### config.mk
export PLATFORM = sky130hd
export DESIGN_NAME = pw_packetizer
export DESIGN_NICKNAME = d
export VERILOG_FILES = /design/src/rtl/pw_pkg.sv /design/src/rtl/pw_size_calc.sv /design/src/rtl/pw_credit_gate.sv /design/src/rtl/pw_prefetch.sv /design/src/rtl/pw_packetizer.sv
export SDC_FILE = /design/constraint.sdc
export NUM_CORES = 1
export LEC_CHECK = 0
export BUFFER_PORTS_ARGS = -buffer_cell sky130_fd_sc_hd__buf_2
export CAP_MARGIN = 0
export CORE_MARGIN = 5
export CORE_UTILIZATION = 45
export DETAILED_ROUTE_END_ITERATION = 7
export PLACE_DENSITY = 0.7
export SKIP_LAST_GASP = 1
export SLEW_MARGIN = 20
export SYNTH_ARGS = -nofsm -noshare
export SYNTH_HDL_FRONTEND = slang
export SYNTH_SLANG_ARGS = --single-unit
### constraint.sdc
create_clock -name clk -period 9 [get_ports clk]
set_input_delay 1.35 -clock clk [delete_from_list [all_inputs] [get_ports clk]]
set_output_delay 1.35 -clock clk [all_outputs]
set_load 0.02 [all_outputs]
### src/rtl/pw_pkg.sv
package pw_pkg;
  localparam int HDR_BEATS = 3;
  localparam int PAGE_DW   = 1024;

  typedef enum logic [2:0] {
    S_IDLE, S_SIZE, S_GATE, S_HDR, S_PAY, S_DRAIN
  } pw_state_t;

  function automatic logic [31:0] hdr_word(input logic [1:0] idx,
                                           input logic [9:0] len,
                                           input logic [29:0] dst_dw);
    logic [31:0] w;
    case (idx)
      2'd0:    w = {8'h40, 14'h0, len};
      2'd1:    w = {24'h0, (len == 10'd1) ? 4'h0 : 4'hF, 4'hF};
      default: w = {dst_dw, 2'b00};
    endcase
    return w;
  endfunction
endpackage

### src/rtl/pw_size_calc.sv
module pw_size_calc #(
  parameter int LEN_W    = 13,
  parameter int MAX_CODE = 1
) (
  input  logic [2:0]       ctl_code,
  input  logic [2:0]       cap_code,
  input  logic [LEN_W-1:0] remain,
  input  logic [9:0]       page_off,
  output logic [LEN_W-1:0] pkt_len
);
  localparam logic [2:0] MAXC = 3'(MAX_CODE);

  logic [2:0]       eff;
  logic [LEN_W-1:0] mps_dw;
  logic [LEN_W-1:0] page_left;
  logic [LEN_W-1:0] m1;

  always_comb begin
    eff = (ctl_code < cap_code) ? ctl_code : cap_code;
    if (eff > MAXC) eff = MAXC;
    mps_dw    = LEN_W'(32) << eff;
    page_left = LEN_W'(11'd1024 - {1'b0, page_off});
    m1        = (remain < mps_dw) ? remain : mps_dw;
    pkt_len   = (m1 < page_left) ? m1 : page_left;
  end
endmodule

### src/rtl/pw_credit_gate.sv
module pw_credit_gate #(
  parameter int HDR_CW = 6,
  parameter int DAT_CW = 8
) (
  input  logic              clk,
  input  logic              rst,
  input  logic [HDR_CW-1:0] hdr_limit,
  input  logic [DAT_CW-1:0] dat_limit,
  input  logic [DAT_CW-1:0] need_dat,
  input  logic              take,
  output logic              ok,
  output logic [HDR_CW-1:0] hdr_used,
  output logic [DAT_CW-1:0] dat_used
);
  logic [HDR_CW-1:0] hdr_av;
  logic [DAT_CW-1:0] dat_av;

  always_comb begin
    hdr_av = hdr_limit - hdr_used;
    dat_av = dat_limit - dat_used;
    ok     = (hdr_av != '0) && (dat_av >= need_dat);
  end

  always_ff @(posedge clk) begin
    if (rst) begin
      hdr_used <= '0;
      dat_used <= '0;
    end else if (take) begin
      hdr_used <= hdr_used + HDR_CW'(1);
      dat_used <= dat_used + need_dat;
    end
  end
endmodule

### src/rtl/pw_prefetch.sv
module pw_prefetch #(
  parameter int DW    = 32,
  parameter int DEPTH = 2
) (
  input  logic                       clk,
  input  logic                       rst,
  input  logic                       push,
  input  logic [DW-1:0]              push_data,
  input  logic                       pop,
  output logic [DW-1:0]              head,
  output logic [$clog2(DEPTH+1)-1:0] count
);
  localparam int PW = (DEPTH > 1) ? $clog2(DEPTH) : 1;
  localparam int CW = $clog2(DEPTH+1);

  logic [DW-1:0] mem [DEPTH];
  logic [PW-1:0] wp, rp;

  always_ff @(posedge clk) begin
    if (push) mem[wp] <= push_data;
  end

  assign head = mem[rp];

  always_ff @(posedge clk) begin
    if (rst) begin
      wp    <= '0;
      rp    <= '0;
      count <= '0;
    end else begin
      if (push) wp <= (wp == PW'(DEPTH-1)) ? '0 : wp + PW'(1);
      if (pop)  rp <= (rp == PW'(DEPTH-1)) ? '0 : rp + PW'(1);
      count <= count + CW'(push) - CW'(pop);
    end
  end
endmodule

### src/rtl/pw_packetizer.sv
module pw_packetizer
  import pw_pkg::*;
#(
  parameter int LOC_AW   = 10,
  parameter int LEN_W    = 13,
  parameter int HDR_CW   = 6,
  parameter int DAT_CW   = 8,
  parameter int MAX_CODE = 1,
  parameter int PF_DEPTH = 2
) (
  input  logic              clk,
  input  logic              rst,
  input  logic              start,
  input  logic [LOC_AW-1:0] cmd_src,
  input  logic [31:0]       cmd_dst,
  input  logic [LEN_W-1:0]  cmd_len,
  input  logic [2:0]        ctl_mps,
  input  logic [2:0]        cap_mps,
  input  logic [HDR_CW-1:0] hdr_limit,
  input  logic [DAT_CW-1:0] dat_limit,
  output logic              rd_en,
  output logic [LOC_AW-1:0] rd_addr,
  input  logic [31:0]       rd_data,
  output logic              tx_valid,
  input  logic              tx_ready,
  output logic [31:0]       tx_data,
  output logic              tx_sop,
  output logic              tx_eop,
  output logic              busy,
  output logic              done
);
  localparam int CNT_W = $clog2(PF_DEPTH+1);
  localparam int OCC_W = CNT_W + 1;

  pw_state_t         state;
  logic [LOC_AW-1:0] src_q;
  logic [29:0]       dst_q;
  logic [29:0]       pkt_dst;
  logic [LEN_W-1:0]  rem_q, pkt_len_q, rd_left, pay_left;
  logic [1:0]        hdr_idx;
  logic              rd_pend;

  logic [LEN_W-1:0]  calc_len;
  logic [DAT_CW-1:0] need_dat;
  logic              gate_ok, commit;
  logic [HDR_CW-1:0] hdr_used;
  logic [DAT_CW-1:0] dat_used;
  logic [31:0]       pf_head;
  logic [CNT_W-1:0]  pf_cnt;
  logic              pf_pop, tx_free;
  logic [OCC_W-1:0]  occ;

  pw_size_calc #(.LEN_W(LEN_W), .MAX_CODE(MAX_CODE)) u_size (
    .ctl_code(ctl_mps), .cap_code(cap_mps), .remain(rem_q),
    .page_off(dst_q[9:0]), .pkt_len(calc_len)
  );

  assign need_dat = DAT_CW'((pkt_len_q + LEN_W'(3)) >> 2);
  assign commit   = (state == S_GATE) && gate_ok;

  pw_credit_gate #(.HDR_CW(HDR_CW), .DAT_CW(DAT_CW)) u_gate (
    .clk(clk), .rst(rst), .hdr_limit(hdr_limit), .dat_limit(dat_limit),
    .need_dat(need_dat), .take(commit), .ok(gate_ok),
    .hdr_used(hdr_used), .dat_used(dat_used)
  );

  assign tx_free = !tx_valid || tx_ready;
  assign pf_pop  = (state == S_PAY) && tx_free && (pf_cnt != '0);

  pw_prefetch #(.DW(32), .DEPTH(PF_DEPTH)) u_pf (
    .clk(clk), .rst(rst), .push(rd_pend), .push_data(rd_data),
    .pop(pf_pop), .head(pf_head), .count(pf_cnt)
  );

  always_comb begin
    occ   = OCC_W'(pf_cnt) + OCC_W'(rd_pend);
    rd_en = ((state == S_HDR) || (state == S_PAY)) && (rd_left != '0) &&
            ((occ < OCC_W'(PF_DEPTH)) || ((occ == OCC_W'(PF_DEPTH)) && pf_pop));
  end
  assign rd_addr = src_q;
  assign busy    = (state != S_IDLE);

  always_ff @(posedge clk) begin
    if (rst) begin
      state     <= S_IDLE;
      src_q     <= '0;
      dst_q     <= '0;
      pkt_dst   <= '0;
      rem_q     <= '0;
      pkt_len_q <= '0;
      rd_left   <= '0;
      pay_left  <= '0;
      hdr_idx   <= '0;
      rd_pend   <= 1'b0;
      tx_valid  <= 1'b0;
      tx_data   <= '0;
      tx_sop    <= 1'b0;
      tx_eop    <= 1'b0;
      done      <= 1'b0;
    end else begin
      done    <= 1'b0;
      rd_pend <= rd_en;
      if (rd_en) begin
        src_q   <= src_q + LOC_AW'(1);
        rd_left <= rd_left - LEN_W'(1);
      end
      if (tx_valid && tx_ready) tx_valid <= 1'b0;

      case (state)
        S_IDLE: if (start) begin
          if (cmd_len == '0) begin
            done <= 1'b1;
          end else begin
            src_q <= cmd_src;
            dst_q <= cmd_dst[31:2];
            rem_q <= cmd_len;
            state <= S_SIZE;
          end
        end
        S_SIZE: begin
          pkt_len_q <= calc_len;
          state     <= S_GATE;
        end
        S_GATE: if (gate_ok) begin
          pkt_dst  <= dst_q;
          dst_q    <= dst_q + 30'(pkt_len_q);
          rem_q    <= rem_q - pkt_len_q;
          rd_left  <= pkt_len_q;
          pay_left <= pkt_len_q;
          hdr_idx  <= '0;
          state    <= S_HDR;
        end
        S_HDR: if (tx_free) begin
          tx_valid <= 1'b1;
          tx_data  <= hdr_word(hdr_idx, pkt_len_q[9:0], pkt_dst);
          tx_sop   <= (hdr_idx == 2'd0);
          tx_eop   <= 1'b0;
          hdr_idx  <= hdr_idx + 2'd1;
          if (hdr_idx == 2'(HDR_BEATS-1)) state <= S_PAY;
        end
        S_PAY: if (pf_pop) begin
          tx_valid <= 1'b1;
          tx_data  <= pf_head;
          tx_sop   <= 1'b0;
          tx_eop   <= (pay_left == LEN_W'(1));
          pay_left <= pay_left - LEN_W'(1);
          if (pay_left == LEN_W'(1))
            state <= (rem_q == '0) ? S_DRAIN : S_SIZE;
        end
        S_DRAIN: if (tx_valid && tx_ready && tx_eop) begin
          done  <= 1'b1;
          state <= S_IDLE;
        end
        default: state <= S_IDLE;
      endcase
    end
  end
endmodule

==> results.yml <==
detailed_routing:
  routed_via_density: 5.746
  top_layer: "met4"
  met3_length_um: 2325
  drt-wirelength-per-cell_um: 17.96
  firstDrtPassIters: 5
  postRouteAntennaNets: 0
  met2WireLength_um: 18150
  via_count: 11969
  met1Wirelength_um: 16020
  drt_wl_total_um: 37420
  drcViolationCount: 0
  first_iter_violations: 863
clocking:
  insertion_delay_ps: 550
  ctsHoldBuffers: 0
  postCtsSetupRepairBufs: 0
  cts_root_buffer: "clkbuf_16"
  clock_sinks: 247
  cts_resized: 0
  numCtsBuffers: 27
  cts_tree: "yes"
  cts_buffer_depth: 3
  htree_levels: 1
  cts.clk_slew.worst_paths_ps: 60
setup_path:
  start_kind: "input port"
  path_cells: "buf_2 > ha_1 > nor2b_1 > o21ai_0 > nand2_1 > a21oi_1 > inv_1 > ha_1 > o21ai_0 > and4b_1 > mux2_2 > ha_1 > nand4_1 > a211o_1 > a41oi_4 > nor2b_1 > o311a_1"
  r2r-start: "pkt_len_q[1]"
  path_buf_inv: 2
  cpPeakStageDelay_ps: 490
  path_max_fanout: 16
  critPathCaptureType: "register"
  rrSetupSlack_ps: 4570
  rr_endpoint: "u_gate.hdr_used[5]"
  crit_family: "compound AO/OA/AOI/OAI gates"
  r2r_cells: 14
  critPathRequiredTime_ps: 9430
  slowest_stage: "a41oi_4"
  cpMostUsedCell: "ha_1"
  cp.arrival_ps: 5320
  worstSetupPathType: "input port to register"
floorplan:
  core-area_mm2: 0.02972
  rows: 63
  die_w_um: 183.9
  start_util: 0.4579
  die-area_mm2: 0.03382
  ios: 159
  fp.dieH_um: 183.9
place:
  place_area_mm2: 0.01467
  routabilityCongestion: 0.9026
  place_hpwl_um: 26100
  portBuffers: 156
logic_synthesis:
  synth_xor_area_frac: 0.04441
  synth-edff-count: 64
  synth_compound_area_frac: 0.1927
  synth_top_family_by_area: "compound AO/OA/AOI/OAI gates"
  synth.most_common_cell: "nand2_1"
  async_flop_share: 0
  synthTopCellsByCount: "nand2_1 (185), dfxtp_1 (183), nor2_1 (173)"
  yosysSeqAreaShare: 0.4104
  yosys-top-cells-area: "dfxtp_1 (27%), edfxtp_1 (14%), ha_1 (7.4%)"
  synth_cell_types: 74
  synth_ff_type: "dfxtp_1"
  synthAdderAreaFrac: 0.08036
  yosys.area.top_type: "dfxtp_1"
  synth_cells: 1562
  ys_warn_count: 0
  yosys.area_share.simple: 0.1921
  yosys.area.top_type_share: 0.2692
  synthMuxAreaShare: 0.03393
  synthesis.area_mm2: 0.01361
  ys_ff_latch: 247
  avgSynthCellArea_um2: 8.712
global_route:
  grt_pass1_vias: 11599
  grt_pass1_wl_um: 59490
  grt.overflow.total: 0
  grt_max_degree: 92
  antenna_found_initial: 0
  grt_usage: 0.2124
timing:
  slew_headroom: 0.2305
  worst_pin_slew_ps: 1125
  fin_worst_skew_ps: 11.30
  min_period_ps: 4886
  hold_slack_ps: 452.9
  slew_viol_final: 0
  report.final.setup_viol: 0
  fin_crit_sh: 0.5429
  finalSetupTns_ps: 0
  fmax_mhz: 204.7
  hold_viol_final: 0
  rsz0062_at_grt: "false"
hold_path:
  hp-start: "pkt_dst[1]"
  hp-class: "register to register"
  hold_path_depth: 2
  worstHoldEndpoint: "pkt_dst[1]"
final_layout:
  finish.instance_area_mm2: 0.01572
  final_util: 0.5289
  fillCellCount: 2703
  fin_nets: 1868
  area_growth_pct: 15.49
  final_layout_size_suffix_gt1_frac: 0.1453
  n_antenna_cell: 0
flow_run:
  cap_viol_max_count: 0
pwr:
  power-per-cell-area_mw_per_mm2: 329.9
  ir_drop_v: 0.0001870
  power.leakage_nw: 6.066
run_status:
  outcome: "finished, final reports clean"
state kept, by name, summed over array words and instances (netlist names), 2 cells and up, named ones only:
| signal | flops |
|---|---|
| rd_addr | 10 |
| tx_data | 32 |
| pkt_len_q | 13 |
| u_gate.hdr_used | 6 |
| rem_q | 13 |
| rd_left | 13 |
| u_gate.dat_used | 8 |
| hdr_idx | 2 |
| dst_q | 30 |
| pay_left | 13 |
| state | 3 |
| u_pf.mem | 64 |
| u_pf.count | 2 |
| pkt_dst | 30 |
worst max path at each step:
stage                     depth (start not counted)         start                 end
after floorplan                                  19    cap_mps[1]        pkt_len_q[5]
after global placement                           19  dat_limit[0]  u_gate.hdr_used[5]
after detailed placement                         19  dat_limit[0]  u_gate.hdr_used[5]
after CTS                                        19  dat_limit[0]  u_gate.hdr_used[4]
after global routing                             19  dat_limit[0]  u_gate.hdr_used[5]
final                                            17    ctl_mps[1]        pkt_len_q[6]
stage by stage:
| step | power [mW] | instances | setup slack, ps |
|---|---|---|---|
| CTS | 5.190 | 2083 | 4145 |
| floorplan | 3.307 | 1565 | 4214 |
| detailed placement | 3.880 | 2033 | 3564 |
| global route | 5.560 | 2083 | 3680 |
| finish | 5.185 | 2083 | 4114 |
| global placement | 3.826 | 2033 | 3589 |
cells by family after synthesis:
logic type      Yosys count
simple gates            567
compound gates          389
mux                      46
other cells               1
xor+xnor                 69
fa+ha+maj                85
buf+inv                 158
flops                   247
worst register-to-register path, stage by stage, from the launching register on:
cell	delay [ps]
dfxtp_1	610
o21ai_0	270
nor2_1	290
nand4_1	170
xnor2_1	280
inv_1	80
ha_1	320
nand3_1	80
nand2_1	70
a41oi_1	50
a21oi_1	490
nand2_1	670
buf_4	480
o311ai_0	340
o41ai_1	120
cells in the final DEF, fill, tap and decap left out, types with 16 or more instances in the layout:
master / count
buf_2: 155
nand4_1: 16
clkbuf_16: 28
nand2_1: 184
nor3_1: 54
nor2b_1: 18
o21ai_0: 50
mux2i_1: 45
a311oi_1: 36
a21oi_1: 119
nor4_1: 17
edfxtp_1: 64
ha_1: 81
xor2_1: 21
xnor2_1: 48
inv_1: 65
nor2_1: 172
buf_4: 16
dfxtp_1: 182
a211oi_1: 66
nand3_1: 31
power breakdown:
part	internal, mW	total, mW	switching (mW)
logic	0.877	2.25	1.37
registers	1.36	1.65	0.289
clock network	0.815	1.29	0.472
cell type report:
| type | instances | area (um2) | share of cell area |
|---|---|---|---|
| clock buffer | 36 | 782.0 | 0.04976 |
| clock inverter | 14 | 267.8 | 0.01704 |
| inverter | 65 | 244.0 | 0.01552 |
| multi-input combinational | 1160 | 7452 | 0.4742 |
| sequential | 247 | 5587 | 0.3555 |
| tap | 390 | 488.0 | 0.03105 |
| timing repair buffer | 171 | 895.9 | 0.05700 |
metal layers:
layer,GRT usage,vias up
met5,0,-
met4,0.05827,0
met3,0.03542,64
met2,0.3680,370
met1,0.2748,5659
li1,-,5876
Note: power is estimated with default switching activity, not from simulation.
